$ cat src/rtl/hb_ctrl_pkg.sv
package hb_ctrl_pkg;
   typedef enum logic [1:0] {
      SW_OFF  = 2'd0,
      SW_HIGH = 2'd1,
      SW_LOW  = 2'd2
   } sw_state_t;

   typedef enum logic [1:0] {
      OVR_NONE      = 2'd0,
      OVR_FORCE_LOW = 2'd1,
      OVR_ALL_OFF   = 2'd2
   } ovr_t;

   localparam logic [2:0] MODE_LIMIT = 3'b001;
   localparam logic [2:0] MODE_LATCH = 3'b011;
endpackage

$ cat src/rtl/hb_pwm_sync.sv
module hb_pwm_sync #(
   parameter int STAGES = 2
) (
   input  logic clk,
   input  logic rst_n,
   input  logic pwm_in,
   output logic pwm_lvl,
   output logic pwm_rise
);
   logic prev_q;

   generate
      if (STAGES == 0) begin : g_bypass
         assign pwm_lvl = pwm_in;
      end else begin : g_chain
         logic [STAGES-1:0] sh_q;
         always_ff @(posedge clk or negedge rst_n) begin
            if (!rst_n) sh_q <= '0;
            else if (STAGES == 1) sh_q <= pwm_in;
            else sh_q <= {sh_q[STAGES-2+((STAGES==1)?1:0):0], pwm_in};
         end
         assign pwm_lvl = sh_q[STAGES-1];
      end
   endgenerate

   always_ff @(posedge clk or negedge rst_n) begin
      if (!rst_n) prev_q <= 1'b0;
      else        prev_q <= pwm_lvl;
   end

   assign pwm_rise = pwm_lvl & ~prev_q;

   a_r1_rise_single: assert property (@(posedge clk) disable iff (!rst_n)
      pwm_rise |=> !pwm_rise);
endmodule

$ cat src/rtl/hb_prot.sv
module hb_prot
   import hb_ctrl_pkg::*;
#(
   parameter int RECHARGE_CYC = 8
) (
   input  logic      clk,
   input  logic      rst_n,
   input  logic [2:0] mode_sel,
   input  logic      pwm_lvl,
   input  logic      pwm_rise,
   input  logic      oc_hi,
   input  logic      oc_lo,
   input  logic      oc_severe,
   input  logic      bst_uv,
   input  logic      br_rst_n,
   input  logic      force_off,
   input  logic      ls_active,
   output sw_state_t req,
   output logic      shut,
   output ovr_t      ovr,
   output logic      oc_latched,
   output logic      hiz,
   output logic      pulldown_en
);
   localparam int CW = $clog2(RECHARGE_CYC + 1);
   localparam logic [CW-1:0] RLOAD = CW'(RECHARGE_CYC);

   generate
      if (RECHARGE_CYC < 1) begin : g_bad_rech
         $error("RECHARGE_CYC must be at least 1");
      end
   endgenerate

   logic          limit_mode, any_oc, latch_set, br_rise, br_prev_q;
   logic          latch_q;
   ovr_t          ovr_q;
   logic [CW-1:0] rech_q;

   assign limit_mode = (mode_sel == MODE_LIMIT);
   assign any_oc     = oc_hi | oc_lo | oc_severe;
   assign latch_set  = oc_severe | (~limit_mode & (oc_hi | oc_lo));
   assign br_rise    = br_rst_n & ~br_prev_q;
   assign shut       = ~br_rst_n | force_off | latch_q | latch_set;

   always_ff @(posedge clk or negedge rst_n) begin
      if (!rst_n) begin
         br_prev_q   <= 1'b0;
         latch_q     <= 1'b0;
         ovr_q       <= OVR_NONE;
         rech_q      <= '0;
         hiz         <= 1'b0;
         pulldown_en <= 1'b0;
      end else begin
         br_prev_q   <= br_rst_n;
         hiz         <= shut;
         pulldown_en <= ~br_rst_n;

         if (latch_set)             latch_q <= 1'b1;
         else if (br_rise && !any_oc) latch_q <= 1'b0;

         if (shut || !limit_mode)   ovr_q <= OVR_NONE;
         else if (oc_lo)            ovr_q <= OVR_ALL_OFF;
         else if (oc_hi)            ovr_q <= OVR_FORCE_LOW;
         else if (pwm_rise)         ovr_q <= OVR_NONE;

         if (shut)                          rech_q <= '0;
         else if (rech_q == '0 && bst_uv)   rech_q <= RLOAD;
         else if (rech_q != '0 && ls_active) rech_q <= rech_q - 1'b1;
      end
   end

   always_comb begin
      if (shut)                     req = SW_OFF;
      else if (ovr_q == OVR_ALL_OFF)   req = SW_OFF;
      else if (ovr_q == OVR_FORCE_LOW) req = SW_LOW;
      else if (rech_q != '0)        req = SW_LOW;
      else if (pwm_lvl)             req = SW_HIGH;
      else                          req = SW_LOW;
   end

   assign ovr        = ovr_q;
   assign oc_latched = latch_q;

   a_r8_latch_hold: assert property (@(posedge clk) disable iff (!rst_n)
      (oc_latched && !(br_rst_n && !br_prev_q)) |=> oc_latched);
   a_r8_clear_needs_quiet: assert property (@(posedge clk) disable iff (!rst_n)
      (oc_latched && any_oc) |=> oc_latched);
   a_r6_severe_latches: assert property (@(posedge clk) disable iff (!rst_n)
      oc_severe |=> (oc_latched && hiz));
endmodule

$ cat src/rtl/hb_deadtime.sv
module hb_deadtime
   import hb_ctrl_pkg::*;
#(
   parameter int DEAD_CYC = 4
) (
   input  logic      clk,
   input  logic      rst_n,
   input  sw_state_t req,
   output logic      hs_on,
   output logic      ls_on
);
   localparam int CW = (DEAD_CYC > 1) ? $clog2(DEAD_CYC) : 1;
   localparam logic [CW-1:0] LAST = CW'(DEAD_CYC - 1);

   generate
      if (DEAD_CYC < 1) begin : g_bad_dead
         $error("DEAD_CYC must be at least 1");
      end
   endgenerate

   sw_state_t     cur_q;
   logic [CW-1:0] off_q;

   always_ff @(posedge clk or negedge rst_n) begin
      if (!rst_n) begin
         cur_q <= SW_OFF;
         off_q <= '0;
      end else if (cur_q != SW_OFF) begin
         if (req != cur_q) begin
            cur_q <= SW_OFF;
            off_q <= '0;
         end
      end else begin
         if (req != SW_OFF && off_q == LAST) cur_q <= req;
         else if (off_q != LAST)             off_q <= off_q + 1'b1;
      end
   end

   assign hs_on = (cur_q == SW_HIGH);
   assign ls_on = (cur_q == SW_LOW);

   a_r2_no_overlap: assert property (@(posedge clk) disable iff (!rst_n)
      !(hs_on && ls_on));
   a_r2_gap_after_low: assert property (@(posedge clk) disable iff (!rst_n)
      $fell(ls_on) |=> !hs_on);
   a_r2_gap_after_high: assert property (@(posedge clk) disable iff (!rst_n)
      $fell(hs_on) |=> !ls_on);
endmodule

$ cat src/rtl/hb_ctrl.sv
module hb_ctrl
   import hb_ctrl_pkg::*;
#(
   parameter int SYNC_STAGES  = 2,
   parameter int DEAD_CYC     = 4,
   parameter int RECHARGE_CYC = 8
) (
   input  logic       clk,
   input  logic       rst_n,
   input  logic       pwm_in,
   input  logic [2:0] mode_sel,
   input  logic       oc_hi,
   input  logic       oc_lo,
   input  logic       oc_severe,
   input  logic       bst_uv,
   input  logic       br_rst_n,
   input  logic       force_off,
   output logic       hs_on,
   output logic       ls_on,
   output logic       hiz,
   output logic       pulldown_en,
   output logic       oc_latched
);
   generate
      if (SYNC_STAGES < 0 || SYNC_STAGES > 4) begin : g_bad_sync
         $error("SYNC_STAGES must lie in 0..4");
      end
   endgenerate

   logic      pwm_lvl, pwm_rise, shut_w;
   sw_state_t req_w;
   ovr_t      ovr_w;

   hb_pwm_sync #(.STAGES(SYNC_STAGES)) u_sync (
      .clk(clk), .rst_n(rst_n), .pwm_in(pwm_in),
      .pwm_lvl(pwm_lvl), .pwm_rise(pwm_rise)
   );

   hb_prot #(.RECHARGE_CYC(RECHARGE_CYC)) u_prot (
      .clk(clk), .rst_n(rst_n), .mode_sel(mode_sel),
      .pwm_lvl(pwm_lvl), .pwm_rise(pwm_rise),
      .oc_hi(oc_hi), .oc_lo(oc_lo), .oc_severe(oc_severe),
      .bst_uv(bst_uv), .br_rst_n(br_rst_n), .force_off(force_off),
      .ls_active(ls_on), .req(req_w), .shut(shut_w), .ovr(ovr_w),
      .oc_latched(oc_latched), .hiz(hiz), .pulldown_en(pulldown_en)
   );

   hb_deadtime #(.DEAD_CYC(DEAD_CYC)) u_dt (
      .clk(clk), .rst_n(rst_n), .req(req_w),
      .hs_on(hs_on), .ls_on(ls_on)
   );

   a_r7_shut_kills_switches: assert property (@(posedge clk) disable iff (!rst_n)
      shut_w |=> (!hs_on && !ls_on));
   a_r4_force_low_no_high: assert property (@(posedge clk) disable iff (!rst_n)
      (ovr_w == OVR_FORCE_LOW && !shut_w) |=> !hs_on);
   a_r5_all_off_hold: assert property (@(posedge clk) disable iff (!rst_n)
      (ovr_w == OVR_ALL_OFF && !shut_w) |=> (!hs_on && !ls_on));
   a_r9_pulldown: assert property (@(posedge clk) disable iff (!rst_n)
      !br_rst_n |=> (pulldown_en && hiz));
endmodule

$ cat config.mk
export PLATFORM = sky130hd
export DESIGN_NAME = hb_ctrl
export DESIGN_NICKNAME = d
export VERILOG_FILES = /design/src/rtl/hb_ctrl_pkg.sv /design/src/rtl/hb_pwm_sync.sv /design/src/rtl/hb_prot.sv /design/src/rtl/hb_deadtime.sv /design/src/rtl/hb_ctrl.sv
export SDC_FILE = /design/constraint.sdc
export NUM_CORES = 1
export LEC_CHECK = 0
export BUFFER_PORTS_ARGS = -buffer_cell sky130_fd_sc_hd__buf_4
export CAP_MARGIN = 10
export CORE_MARGIN = 3
export CORE_UTILIZATION = 40
export DETAILED_ROUTE_END_ITERATION = 12
export HOLD_SLACK_MARGIN = 0.12
export PLACE_DENSITY_LB_ADDON = 0.15
export SKIP_CTS_REPAIR_TIMING = 1
export SKIP_LAST_GASP = 1
export SYNTH_ARGS = -nofsm -noshare
export SYNTH_HDL_FRONTEND = slang
export SYNTH_HIERARCHICAL = 1
export SYNTH_SLANG_ARGS = --single-unit
$ cat constraint.sdc
create_clock -name clk -period 2.1 [get_ports clk]
set_clock_uncertainty 0.05 [all_clocks]
set_input_delay 0.21 -clock clk [delete_from_list [all_inputs] [get_ports clk]]
set_output_delay 0.21 -clock clk [all_outputs]
set_load 0.05 [all_outputs]
Word level (Yosys, flattened, before mapping)
Index checks and enable logic that the tools add are counted.
Storage, ports and cells
  latch bits: 0
  memory bits (writable): 0
  memory bits (read-only): 0
  bits in registers: 17
  word-level logic and storage cells: 73
  memories kept: 0
Cells by class
  shift-type cells: 0
  $add $sub $neg: 2
  equality and inequality tests: 10
  bitwise operators: 13
  reductions and logical operators: 18
  divide/modulo/power cells: 0
  multipliers: 0
  order comparisons: 0
  muxes and demuxes: 20
Operators by type and width (number)
  $mux 2: 15
  $mux 4: 3
  $reduce_bool 2->1: 5
  $reduce_bool 4->1: 2
  $eq 2x2->1 const B: 3
  $or 1x1->1: 6
  $eq 2x1->1 const B: 2
  $logic_and 1x1->1: 4
  $logic_not 4->1: 1
  $ne 2x2->1 const B: 2
  $not 1->1: 4
  $sub 4x1->4 const B: 1
  $and 1x1->1: 3
  $eq 3x1->1 const B: 1
  $reduce_and 3->1: 1
  $reduce_bool 3->1: 1
  $add 2x1->2 const B: 1
  $logic_not 1->1: 2
  $mux 1: 2
  $ne 2x1->1 const B: 1
  $ne 2x2->1: 1
  $reduce_and 2->1: 1
  $logic_or 1x1->1: 1

Depth between registers and ports, before layout
Gate-level depths: netlist (run 1).
  depth after elaboration: 10
  gate-level depth with buffers: 8
  mapped depth without buffers: 8

Hierarchy
The synthesis (run 1) kept the hierarchy.
By module, submodules not included
  hb_prot: instances 1, seq. area each 250.2 µm², cells each 53, area an instance 540.5 µm²
  hb_deadtime: instances 1, seq. area each 100.1 µm², cells each 28, area an instance 267.8 µm²
  hb_pwm_sync: instances 1, seq. area each 75.1 µm², cells each 4, area an instance 88.8 µm²

Worst setup path after synthesis (run 1)
Ideal clock, no wire load.
  kind: register -> register
  start: reg u_dt.cur_q[0]
  end: reg u_prot.rech_q[3]
  buffers on the path: 1
  setup slack: -0.080 ns
  stages on the path, launching flop included: 6
  required time: 1.919 ns
  setup time: 0.131 ns
  arrival time: 2.000 ns
  cell sequence: dfrtp_1 -> buf_6 -> nor2b_1 -> nor4b_2 -> mux2i_1 -> a21oi_1
On the way
  word-level cells in the longest chain between the ends: 3
RTL lines
  start: declaration: line hb_deadtime.sv:21  | sw_state_t cur_q;
  start signal: assignment: line hb_deadtime.sv:34  | if (req != SW_OFF && off_q == LAST) cur_q <= req;
  $eq 2x2->1: line hb_deadtime.sv:40  | assign ls_on = (cur_q == SW_LOW);
  net ls_on: line hb_ctrl.sv:19  | output logic ls_on,
  $logic_and 1x1->1: line hb_prot.sv:68  | else if (rech_q != '0 && ls_active) rech_q <= rech_q - 1'b1;
  $reduce_bool 3->1 (no line)
  end signal: assignment: line hb_prot.sv:68
  end: declaration: line hb_prot.sv:37  | logic [CW-1:0] rech_q;
The timed path passes the listed nets, and every way through them passes these cells.
A chain may end at the register's enable or synchronous reset.

Worst setup path in the final report (run 1)
  start: reg u_prot.rech_q[0]
  end: reg u_dt.cur_q[0]
On the way
  word-level cells in the longest chain between the ends: 9
  elaborated cells between the ends (all ways): 13
RTL lines
  $reduce_bool 4->1 (*): line hb_prot.sv:76  | else if (rech_q != '0) req = SW_LOW;
  $mux 2 (*): line hb_prot.sv:76
  $mux 2 (*): line hb_prot.sv:75  | else if (ovr_q == OVR_FORCE_LOW) req = SW_LOW;
  $mux 2 (*): line hb_prot.sv:74  | else if (ovr_q == OVR_ALL_OFF) req = SW_OFF;
  $mux 2 (*): line hb_prot.sv:73  | if (shut) req = SW_OFF;
  net req_w[1]: line hb_ctrl.sv:31  | sw_state_t req_w;
  $reduce_bool 2->1: line hb_deadtime.sv:34
  $logic_and 1x1->1: line hb_deadtime.sv:34
  $reduce_bool 2->1 (no line)
  $reduce_and 2->1 (no line) (*)
Mark *: on every way through the listed nets, which the timed path passes. The rest lies on a longest branch. The select of a mux whose other input is x is not followed.

==> results of run 1 <==
==> through the flow <==
step | area [sq um] | cells
after floorplan | 900 | 85
after global placement | 1040 | 127
after detailed placement | 1040 | 127
after CTS | 1070 | 131
after global routing | 1110 | 135
final | 1110 | 135
==> final timing paths <==
path,from,endpoint,depth (start not counted)
setup / recovery,u_prot/rech_q[0],u_dt/cur_q[0],7
hold / removal,oc_severe,u_prot/oc_latched,3
setup reg to reg,u_prot/rech_q[0],u_dt/cur_q[0],7
hold reg to reg,u_sync/g_chain.sh_q[0],u_sync/g_chain.sh_q[1],0
max in group asynchronous,rst_n,u_prot/ovr[0],2
min in group asynchronous,rst_n,u_dt/off_q[1],2
==> registers in the layout, summed over array words and instances, names as in the netlist <==
name                 cells
u_prot/rech_q            4
u_prot/ovr               2
u_sync/prev_q            1
u_prot/pulldown_en       1
u_sync/g_chain.sh_q      2
u_dt/cur_q               2
u_prot/br_prev_q         1
u_prot/oc_latched        1
u_dt/off_q               2
u_prot/hiz               1
==> cell families (layout without fill, tap and decap cells) <==
kind of cell,Yosys count,in the layout,share of synthesized area
AND/OR/NAND/NOR,37,37,0.303
flip-flops,17,17,0.474
AO/OA/AOI/OAI,16,16,0.110
buffers and inverters,10,33,0.0544
adder cells (fa/ha/maj),2,2,0.0279
XOR/XNOR,2,2,0.0195
multiplexers,1,1,0.0112
==> layer usage <==
metal  up-vias  GRT usage
li1        348          -
met1       320      0.179
met2        15      0.198
met3         2     0.0507
met4         0     0.0511
met5         -          0
==> Yosys cell counts, drive strengths merged, types with 3 or more instances <==
library cell | count | area [sq um]
a21oi | 6 | 30.0
dfrtp | 17 | 425
inv | 8 | 30.0
nand2 | 7 | 26.3
nand3 | 4 | 20.0
nor2 | 3 | 11.3
nor2b | 5 | 38.8
nor3 | 3 | 15.0
nor3b | 3 | 32.5
o21ai | 5 | 28.8
==> placed cells by master (no fill, tap or decap), types with 2 or more instances in the layout <==
master         netlist  layout
nand4_1              2       2
a21oi_1              6       6
inv_1                8       8
nor3b_2              2       2
nand3_1              4       4
nor2_1               3       3
o21ai_1              2       2
nand4bb_1            2       2
dfrtp_1             17      17
o21ai_0              2       2
clkbuf_4             0       3
ha_1                 2       2
nor2b_1              4       3
dlygate4sd3_1        0       4
o211ai_1             2       2
nor3_1               3       3
nand2_1              7       7
buf_4                1      17
==> worst register-to-register path: cells and delay by family (launching register included) <==
kind / cells / cell delay [ps]
AOI/OAI and AO/OA: 3 / 700
adders and majority gates: 1 / 280
buffers and inverters: 1 / 70
DFF: 1 / 400
and+or+nand+nor: 2 / 380
==> layout make-up <==
type                            count  area (sq um)
Fill cell                         182           933
Sequential cell                    17           425
Multi-Input combinational cell     58           425
Timing Repair Buffer               21           168
Tap cell                           27          33.8
Inverter                            8          30.0
Clock buffer                        4          26.3
==> power groups by stage <==
stage / Combinational (mW) / Clock [mW] / Sequential, mW
final: 0.144 / 0.166 / 0.374
after detailed placement: 0.137 / 0 / 0.381
after floorplan: 0.0907 / 0 / 0.379
after global routing: 0.162 / 0.192 / 0.377
after CTS: 0.138 / 0.179 / 0.374
after global placement: 0.138 / 0 / 0.380
==> key figures, run 1 <==
Run status
  – Status: complete, no violations

STA
  – Fmax: 506 MHz
  – Fin. Hold Viols: 0
  – Slew Limit Fails: 0
  – Final WS setup: between 100 and 150 ps
  – Actual slew at the worst max-slew pin: around 410 ps
  – RSZ-0062 raised after global routing: no
  – Hold slack final: around 130 ps
  – Setup Viol. Count Final: 0
  – Part of the cycle the worst path needs: 0.942
  – TNS Setup: 0 ps
  – Fin crit period: just under 2000 ps
  – Max-slew headroom: 0.724

Place
  – Final GP Congestion: approximately 0.66
  – Placement Setup Slack: around 150 ps
  – Dpl hpwl: ~1200 um
  – IO Port Bufs: 16

Yosys
  – Post-synthesis register bit count: 17
  – Post-Syn Instances: 85
  – Yosys warnings: 6
  – Mapped Nets: between 90 and 100
  – EDFF count, synth: 0
  – Synth async-reset ratio: 1.00
  – Synth Flop Type: dfrtp_1
  – Seq/Total Area, Yosys: 0.474
  – Synthesized area per cell: between 10 and 15 sq um
  – Synth unique cells: 34
  – Netlist Area Pre-Place: about 900 sq um

Floorplan
  – # IOs: 17
  – Die W: around 53 um
  – Die span in y: about 53 um
  – Die Area: about 0.0028 sq mm
  – Initial Util: 0.439
  – Core area: slightly above 0.002 sq mm
  – Num rows: 16

Global routing
  – First-pass GRT wire length: between 2000 and 3000 um
  – Vias in the first global route: 631
  – Overflow after GRT: 0
  – Largest net degree at the start of global routing: 18
  – Aggregate global-route resource usage: 0.135
  – Initial antenna violation count: 0

Setup path
  – Maximum net fanout on the critical path: 7
  – Ordered cell list for the critical path: inv_1 > ha_1 > nand4bb_1 > o21ai_0 > a21oi_1 > and2b_1 > o311a_1
  – Crit Path Category: flop to flop
  – Reg2reg setup slack: around 120 ps
  – Critical path's largest stage delay: about 400 ps
  – Crit. End Element: flop
  – Critical path data arrival time: about 2100 ps
  – Crit path required time: around 2200 ps
  – CP top delay family: compound AO/OA/AOI/OAI gates
  – CP startpoint kind: flop
  – Slowest cell on the critical path: dfrtp_1
  – WP buf/inv: 1

Cells and area
  – Fin util: 0.543
  – Antenna Diode Count: 0
  – Area Growth Syn to Fin: 23.6%
  – Number of nets in the layout: roughly 120
  – Layout cells sized above 1: 0.259

Routing
  – Detailed Route Iter0 Violations: 11
  – Drt pass-1 iters: 4
  – Via count: ~700
  – Detailed Route WL: around 1600 um
  – Vias per cell: between 5 and 6
  – Post-route met1 wirelength: 794 um
  – Metal3 WL: 56 um
  – Average wire per standard cell: about 12 um
  – Routed Antenna Nets: 0
  – DRC violations left: 0
  – Met2 Routed Length: between 700 and 800 um
  – Top Metal Used: met4

Flow run
  – Max cap viols: 0

Power
  – Clk network pwr share: 0.243
  – Leakage power: approximately 0.50 nW
  – Int Power: about 0.5 mW
  – Net Switching: around 0.18 mW
  – Sequential share of power: 0.547
  – P per Cell Area: 616 mW/mm^2
  – Switching Share: 0.267
  – Comb pwr share: 0.210
  – VDD IR-drop max: approximately 0.49 mV
  – Final Power: a little under 0.7 mW

Clock tree
  – CTS tree: built
  – Clk slew on worst S/H paths: around 100 ps
  – CTS Buffer Depth: 2
  – Skew-Pair Late Insertion Delay: about 280 ps
  – Num CTS Buffers: 3
  – Htree depth: 1
  – CTS root buffer: clkbuf_4
  – CTS sink count: 17

Hold path
  – Worst hold path type: input port to flop
Power figures use the tool's default switching activity.
==> inputs of run 2 (changes only) <==
--- a/config.mk
+++ b/config.mk
@@ -12,6 +12,7 @@
 export DETAILED_ROUTE_END_ITERATION = 12
 export HOLD_SLACK_MARGIN = 0.12
 export PLACE_DENSITY_LB_ADDON = 0.15
+export RECOVER_POWER = 100
 export SKIP_CTS_REPAIR_TIMING = 1
 export SKIP_LAST_GASP = 1
 export SYNTH_ARGS = -nofsm -noshare
==> constraint.sdc (replaced) <==
create_clock -name clk -period 2.5 [get_ports clk]
set_clock_uncertainty 0.05 [all_clocks]
set_input_delay 0.25 -clock clk [delete_from_list [all_inputs] [get_ports clk]]
set_output_delay 0.25 -clock clk [all_outputs]
set_load 0.05 [all_outputs]
==> run 2 against run 1 <==
Clock power shrank 14%; power is 16% lower; final area shrank 3.7%; global-route usage shrank 0.091 points; wire length rose by 2.5%; sequential share of layout area grew 1.5 points; cell count is 0.74% lower; largest cell class unchanged.
==> key figures, run 2 (synthesis results as in run 1) <==
STA
  – RSZ-0062 raised after global routing: no
  – Fin crit period: ~2100 ps
  – Fmax: 474 MHz
  – Part of the cycle the worst path needs: 0.843
  – Max-slew headroom: 0.415 (-0.309)
  – TNS Setup: 0 ps (unchanged)
  – Setup Viol. Count Final: 0 (unchanged)
  – Fin. Hold Viols: 0 (unchanged)
  – Actual slew at the worst max-slew pin: 878 ps (+467 ps)
  – Final WS setup: 392 ps (+269 ps)
  – Slew Limit Fails: 0 (unchanged)
  – Hold slack final: 163 ps (+36.4 ps)

Cells and area
  – Register name with the most flops: u_prot/rech_q
  – Most frequent cells in the layout: dfrtp_1, buf_4, inv_1, clkbuf_1, nand2_1
  – Max reg flops: 4 (unchanged)
  – Layout cells sized above 1: 0.178 (-0.0817)
  – Design area: 0.00107 sq mm (-3.7%)
  – Area Growth Syn to Fin: 19.0%
  – Layout filler cell count: 200 (+9.9%)
  – Number of nets in the layout: 122 (-0.81%)
  – Commonest non-fill, non-tap cell in the layout: dfrtp_1
  – Antenna Diode Count: 0 (unchanged)

Power
  – Final Power: 0.572 mW (-16%)
  – VDD IR-drop max: 0.356 mV (-27%)
  – Leakage power: 0.466 nW (-6.2%)
  – P per Cell Area: 536 mW/mm^2 (-13%)

Routing
  – Via count: 682 (-0.44%)
  – Detailed Route WL: 1660 um (+2.5%)
  – DRC violations left: 0 (unchanged)
  – Routed Antenna Nets: 0 (unchanged)
  – Vias per cell: 5.09 (+0.31%)
  – Drt pass-1 iters: 4 (unchanged)
  – Detailed Route Iter0 Violations: 5 (-6)
  – Average wire per standard cell: 12.4 um (+3.3%)

Clock tree
  – CTS sink count: 17 (unchanged)
  – Clk slew on worst S/H paths: 90 ps (about the same)
  – CTS root buffer: clkbuf_4
  – CTS tree: built
  – Skew-Pair Late Insertion Delay: 290 ps (about the same)
  – CTS Buffer Depth: 2 (unchanged)
  – Htree depth: 1 (unchanged)
  – Num CTS Buffers: 3 (unchanged)

Setup path
  – Critical path's largest stage delay: 530 ps (+130 ps)
  – Crit Path Category: input port to flop
  – WP buf/inv: 2 (+1)
  – Ordered cell list for the critical path: dlygate4sd3_1 > clkbuf_1 > nor4b_4 > o21ai_2 > a21oi_1 > and4bb_2 > o21ai_0 > nand3_1
  – CP top delay family: buffers and inverters
  – Reg2reg end: u_dt/off_q[1]
  – Crit path required time: 2610 ps (+380 ps)
  – CP startpoint kind: input port
  – Crit. End Element: flop
  – Reg2reg setup slack: 510 ps (+390 ps)
  – Critical path data arrival time: 2220 ps (+120 ps)
  – Slowest cell on the critical path: dlygate4sd3_1
  – Maximum net fanout on the critical path: 7 (unchanged)
  – Reg-to-reg startpoint: u_prot/rech_q[0]
  – Cells on worst reg2reg path: 8 (+1)

Global routing
  – Largest net degree at the start of global routing: 18 (unchanged)
  – Initial antenna violation count: 0 (unchanged)
  – Aggregate global-route resource usage: 0.134 (-0.000909)
  – Overflow after GRT: 0 (unchanged)
  – Vias in the first global route: 632 (+0.16%)
  – First-pass GRT wire length: 2800 um (+1.5%)

Flow run
  – Max cap viols: 0 (unchanged)

Hold path
  – Hold path depth: 3 (unchanged)
  – Worst hold path startpoint: oc_severe
  – WHS Endpoint: u_prot/oc_latched
  – Worst hold path type: input port to flop

Place
  – Dpl hpwl: 1220 um (+0.36%)
  – IO Port Bufs: 16 (unchanged)
  – Placed cell area: 0.00103 sq mm (-0.96%)
  – Placement Setup Slack: 524 ps (+377 ps)
  – Final GP Congestion: 0.753 (+14%)

Floorplan
  – Die span in y: 53.4 um (unchanged)
  – # IOs: 17 (unchanged)
  – Die W: 53.4 um (unchanged)
  – Core area: 0.00204 sq mm (unchanged)
  – Die Area: 0.00285 sq mm (unchanged)
  – Initial Util: 0.439 (unchanged)
  – Num rows: 16 (unchanged)

Run status
  – Status: complete, no violations
run 2: changes by cell type in the layout (fill, tap and decap cells not counted), moves of 2 or more:
cell | previous run | this run
clkbuf_1 | 1 | 7
o21ai_0 | 2 | 4
buf_4 | 17 | 8
o21ai_1 | 2 | 0
run 2: how the worst max path moves through the flow:
| stage | start | to | slack (ps) | cells after the start |
|---|---|---|---|---|
| 6_report | br_rst_n | u_dt/off_q[1] | 390 | 8 |
| 5_1_grt | br_rst_n | u_dt/off_q[0] | 160 | 8 |
| 4_1_cts | u_prot/rech_q[0] | u_dt/cur_q[0] | 500 | 7 |
| 3_5_place_dp | u_prot/rech_q[0] | u_dt/cur_q[0] | 520 | 7 |
| 3_3_place_gp | u_prot/rech_q[0] | u_dt/cur_q[0] | 580 | 7 |
| 2_1_floorplan | u_dt/cur_q[0] | u_prot/rech_q[3] | 320 | 5 |
run 2: worst min-delay path, cell delays in order:
cell and delay, ps:
buf_4 100, inv_1 40, o211ai_1 70
run 2: through the flow:
step,instances,util
floorplan,85,-
global placement,126,0.506
detailed placement,126,0.506
CTS,130,0.519
global route,134,0.523
finish,134,0.523
run 2: layout make-up:
type                    count  area (sq um)  area share
flip-flops and latches     17           425       0.399
inverters                   8          30.0      0.0281
repair buffers             20           134       0.125
clock buffers               3          22.5      0.0211
clock inverters             1          5.00     0.00469
multi-input cells          58           417       0.390
well taps                  27          33.8      0.0317
run 2: metal layers:
layer / share of wire / wire length [um] / vias to the layer above / GRT usage
met2: 0.48 / 794 / 14 / 0.220
met4: 0.0054 / 9 / 0 / 0.0128
met3: 0.056 / 93 / 2 / 0.0507
li1: - / - / 347 / -
met1: 0.46 / 759 / 319 / 0.172
met5: 0 / 0 / - / 0
run 2: power by group:
group | switching, mW | total, mW | internal (mW) | leakage [nW]
clock | 0.0828 | 0.142 | 0.0594 | 0.0177
combinational | 0.0591 | 0.117 | 0.0576 | 0.237
sequential | 0.0157 | 0.313 | 0.297 | 0.211
==> inputs of run 3 (changes only) <==
--- a/config.mk
+++ b/config.mk
@@ -5,6 +5,7 @@
 export SDC_FILE = /design/constraint.sdc
 export NUM_CORES = 1
 export LEC_CHECK = 0
+export ABC_AREA = 1
 export BUFFER_PORTS_ARGS = -buffer_cell sky130_fd_sc_hd__buf_4
 export CAP_MARGIN = 10
 export CORE_MARGIN = 3
==> constraint.sdc (replaced) <==
create_clock -name clk -period 1.9 [get_ports clk]
set_clock_uncertainty 0.05 [all_clocks]
set_input_delay 0.19 -clock clk [delete_from_list [all_inputs] [get_ports clk]]
set_output_delay 0.19 -clock clk [all_outputs]
set_load 0.05 [all_outputs]
==> run 3 against run 2 <==
Die area is 1.3% lower; core utilization is 1.6 points higher; final area is 2.1% higher; count of clock-buffer cells in the layout is 1 higher; largest power group unchanged; highest routed layer unchanged.
==> key figures, run 3 <==
Setup path
  – Reg2reg setup slack: 180 ps (-330 ps)
  – Crit. End Element: flop
  – Reg2reg end: u_dt/off_q[1]
  – Setup crit end: u_dt/off_q[1]
  – Ordered cell list for the critical path: dlygate4sd3_1 > clkbuf_4 > inv_1 > nor3_4 > nand3b_1 > nor2_1 > inv_1 > nand2_1 > nand2_1 > nand3_1 > nand2_1 > nand2_1 > nand2_1
  – Slowest cell on the critical path: dlygate4sd3_1
  – CP dominant cell by count: nand2_1
  – Maximum net fanout on the critical path: 4 (-3)
  – Reg-to-reg startpoint: u_prot/rech_q[0]
  – Critical path origin: br_rst_n
  – Critical path data arrival time: 1910 ps (-310 ps)
  – Crit Path Category: input port to flop
  – Critical path's largest stage delay: 520 ps (about the same)
  – Crit path required time: 2030 ps (-580 ps)
  – Cells on worst reg2reg path: 10 (+2)
  – CP startpoint kind: input port

Place
  – IO Port Bufs: 16 (unchanged)
  – Final GP Congestion: 0.780 (+3.6%)
  – Dpl hpwl: 1350 um (+11%)
  – # placed instances: 157 (+25%)

Clock tree
  – Num CTS Buffers: 3 (unchanged)
  – CTS sink count: 17 (unchanged)
  – CTS Buffer Depth: 2 (unchanged)
  – CTS root buffer: clkbuf_4
  – Clk slew on worst S/H paths: 100 ps (about the same)
  – CTS tree: built
  – Htree depth: 1 (unchanged)
  – Skew-Pair Late Insertion Delay: 280 ps (about the same)

STA
  – RSZ-0062 raised after global routing: no
  – Max-slew headroom: 0.404 (-0.0109)
  – TNS Setup: 0 ps (unchanged)
  – Part of the cycle the worst path needs: 0.934
  – Fin crit period: approximately 1800 ps
  – Fmax: 564 MHz
  – Fin. Hold Viols: 0 (unchanged)
  – Slew Limit Fails: 0 (unchanged)
  – Setup Viol. Count Final: 0 (unchanged)
  – Actual slew at the worst max-slew pin: 894 ps (+16.3 ps)

Yosys
  – Top cells by count, synth: nand2_1, inv_1, dfrtp_1
  – Synthesized area per cell: 7.75 sq um (-27%)
  – Post-synthesis register bit count: 17 (unchanged)
  – EDFF count, synth: 0 (unchanged)
  – Synth async-reset ratio: 1.00 (unchanged)
  – Most common cell in the netlist: nand2_1
  – Mapped Nets: 128 (+29%)
  – Seq/Total Area, Yosys: 0.482 (+0.00739)
  – Netlist Area Pre-Place: 883 sq um (-1.5%)
  – Post-Syn Instances: 114 (+34%)
  – Synth Flop Type: dfrtp_1
  – Synth top area cells: dfrtp_1, nand2_1, inv_1
  – Yosys warnings: 6 (unchanged)
  – Top cell type's share of synthesized area: 0.482 (+0.00739)
  – Largest area contributor in the netlist: dfrtp_1
  – Synth unique cells: 18 (-47%)

Global routing
  – First-pass GRT wire length: 3080 um (+9.9%)
  – Aggregate global-route resource usage: 0.151 (+0.0163)
  – Vias in the first global route: 786 (+24%)
  – Largest net degree at the start of global routing: 18 (unchanged)
  – Overflow after GRT: 0 (unchanged)
  – Initial antenna violation count: 0 (unchanged)

Cells and area
  – Number of nets in the layout: 154 (+26%)
  – Layout Cells excl Fill: 166 (+24%)
  – Most frequent cells in the layout: nand2_1, inv_1, dfrtp_1, nor2_1, nand3_1
  – Antenna Diode Count: 0 (unchanged)
  – Register name with the most flops: u_prot/rech_q
  – Layout filler cell count: 198 (-1.0%)
  – Max reg flops: 4 (unchanged)
  – Commonest non-fill, non-tap cell in the layout: nand2_1
  – Layout cells sized above 1: 0.144 (-0.0337)
  – Area Growth Syn to Fin: 23.4%
  – Fin util: 0.539 (+0.0163)

Floorplan
  – Die Area: 0.00281 sq mm (-1.3%)
  – Die W: 53.0 um (-0.67%)
  – Num rows: 16 (unchanged)
  – Initial Util: 0.437 (-0.00246)
  – # IOs: 17 (unchanged)
  – Die span in y: 53.0 um (-0.67%)
  – Core area: 0.00202 sq mm (-0.98%)

Power
  – VDD IR-drop max: 0.434 mV (+22%)
  – Sequential share of power: 0.549 (+0.002)
  – Net Switching: 0.204 mW (+29%)
  – Leakage power: 0.562 nW (+20%)
  – Switching Share: 0.273 (-0.00217)
  – Int Power: 0.541 mW (+31%)
  – Clk network pwr share: 0.255 (+0.006)
  – P per Cell Area: 683 mW/mm^2 (+28%)
  – Comb pwr share: 0.196 (-0.008)

Routing
  – Detailed Route Iter0 Violations: 21 (+16)
  – Detailed Route WL: 1760 um (+6.3%)
  – DRC violations left: 0 (unchanged)
  – Vias per cell: 4.65 (-8.6%)
  – Drt pass-1 iters: 4 (unchanged)
  – Routed Antenna Nets: 0 (unchanged)
  – Via count: 772 (+13%)
  – Average wire per standard cell: 10.6 um (-14%)

Hold path
  – Worst hold path type: input port to flop

Flow run
  – Max cap viols: 0 (unchanged)

Run status
  – Status: complete, no violations
-- run 3: per-stage QoR --
stage          instance area [sq um]  power, mW  hold slack, ps  setup slack [ps]
4_1_cts                         1060      0.743            -296              75.3
2_1_floorplan                    883      0.507            -156               155
6_report                        1090      0.745             107               126
5_1_grt                         1090      0.800             125              14.9
3_5_place_dp                    1040      0.555            18.5              96.8
3_3_place_gp                    1040      0.550            18.2               193
-- run 3: how the worst min path moves through the flow --
| stage | startpoint | end | slack (ps) | cells past startpoint |
|---|---|---|---|---|
| floorplan | rst_n | u_dt/cur_q[0] | -160 | 0 |
| global placement | rst_n | u_prot/rech_q[1] | 20 | 1 |
| detailed placement | rst_n | u_prot/rech_q[1] | 20 | 1 |
| CTS | rst_n | u_prot/rech_q[1] | -300 | 1 |
| global route | oc_lo | u_prot/ovr[0] | 130 | 4 |
| finish | oc_lo | u_prot/ovr[0] | 110 | 4 |
-- run 3: cell families (layout without fill, tap and decap cells) --
group	after synthesis	in the layout	share of synthesized area
AND/OR/NAND/NOR	62	62	0.327
buffers and inverters	24	49	0.102
flip-flops	17	17	0.482
AO/OA/AOI/OAI	9	9	0.0609
adder cells (fa/ha/maj)	2	2	0.0283
-- run 3: power groups by stage --
stage	combinational, mW	sequential, mW	clock [mW]
finish	0.146	0.409	0.190
global route	0.175	0.412	0.214
CTS	0.141	0.408	0.195
detailed placement	0.140	0.415	0
global placement	0.135	0.416	0
floorplan	0.0915	0.416	0
-- run 3: final cells by class --
class / count / area, sq um / area share
Timing Repair Buffer: 21 / 149 / 0.137
Clock buffer: 4 / 26.3 / 0.0241
Tap cell: 27 / 33.8 / 0.0310
Multi-Input combinational cell: 73 / 365 / 0.335
Sequential cell: 17 / 425 / 0.390
Inverter: 24 / 90.1 / 0.0827
-- run 3: worst max-delay path, delay by kind of cell --
family,cells,cell delay (ps)
buffers and inverters,4,800
AND/OR/NAND/NOR,9,910
-- run 3: layer usage --
metal,track usage,wire length (um),up-vias
met5,0,0,-
met4,0.0894,12,0
met2,0.254,836,18
met1,0.178,831,350
met3,0.0254,80,2
li1,-,-,402
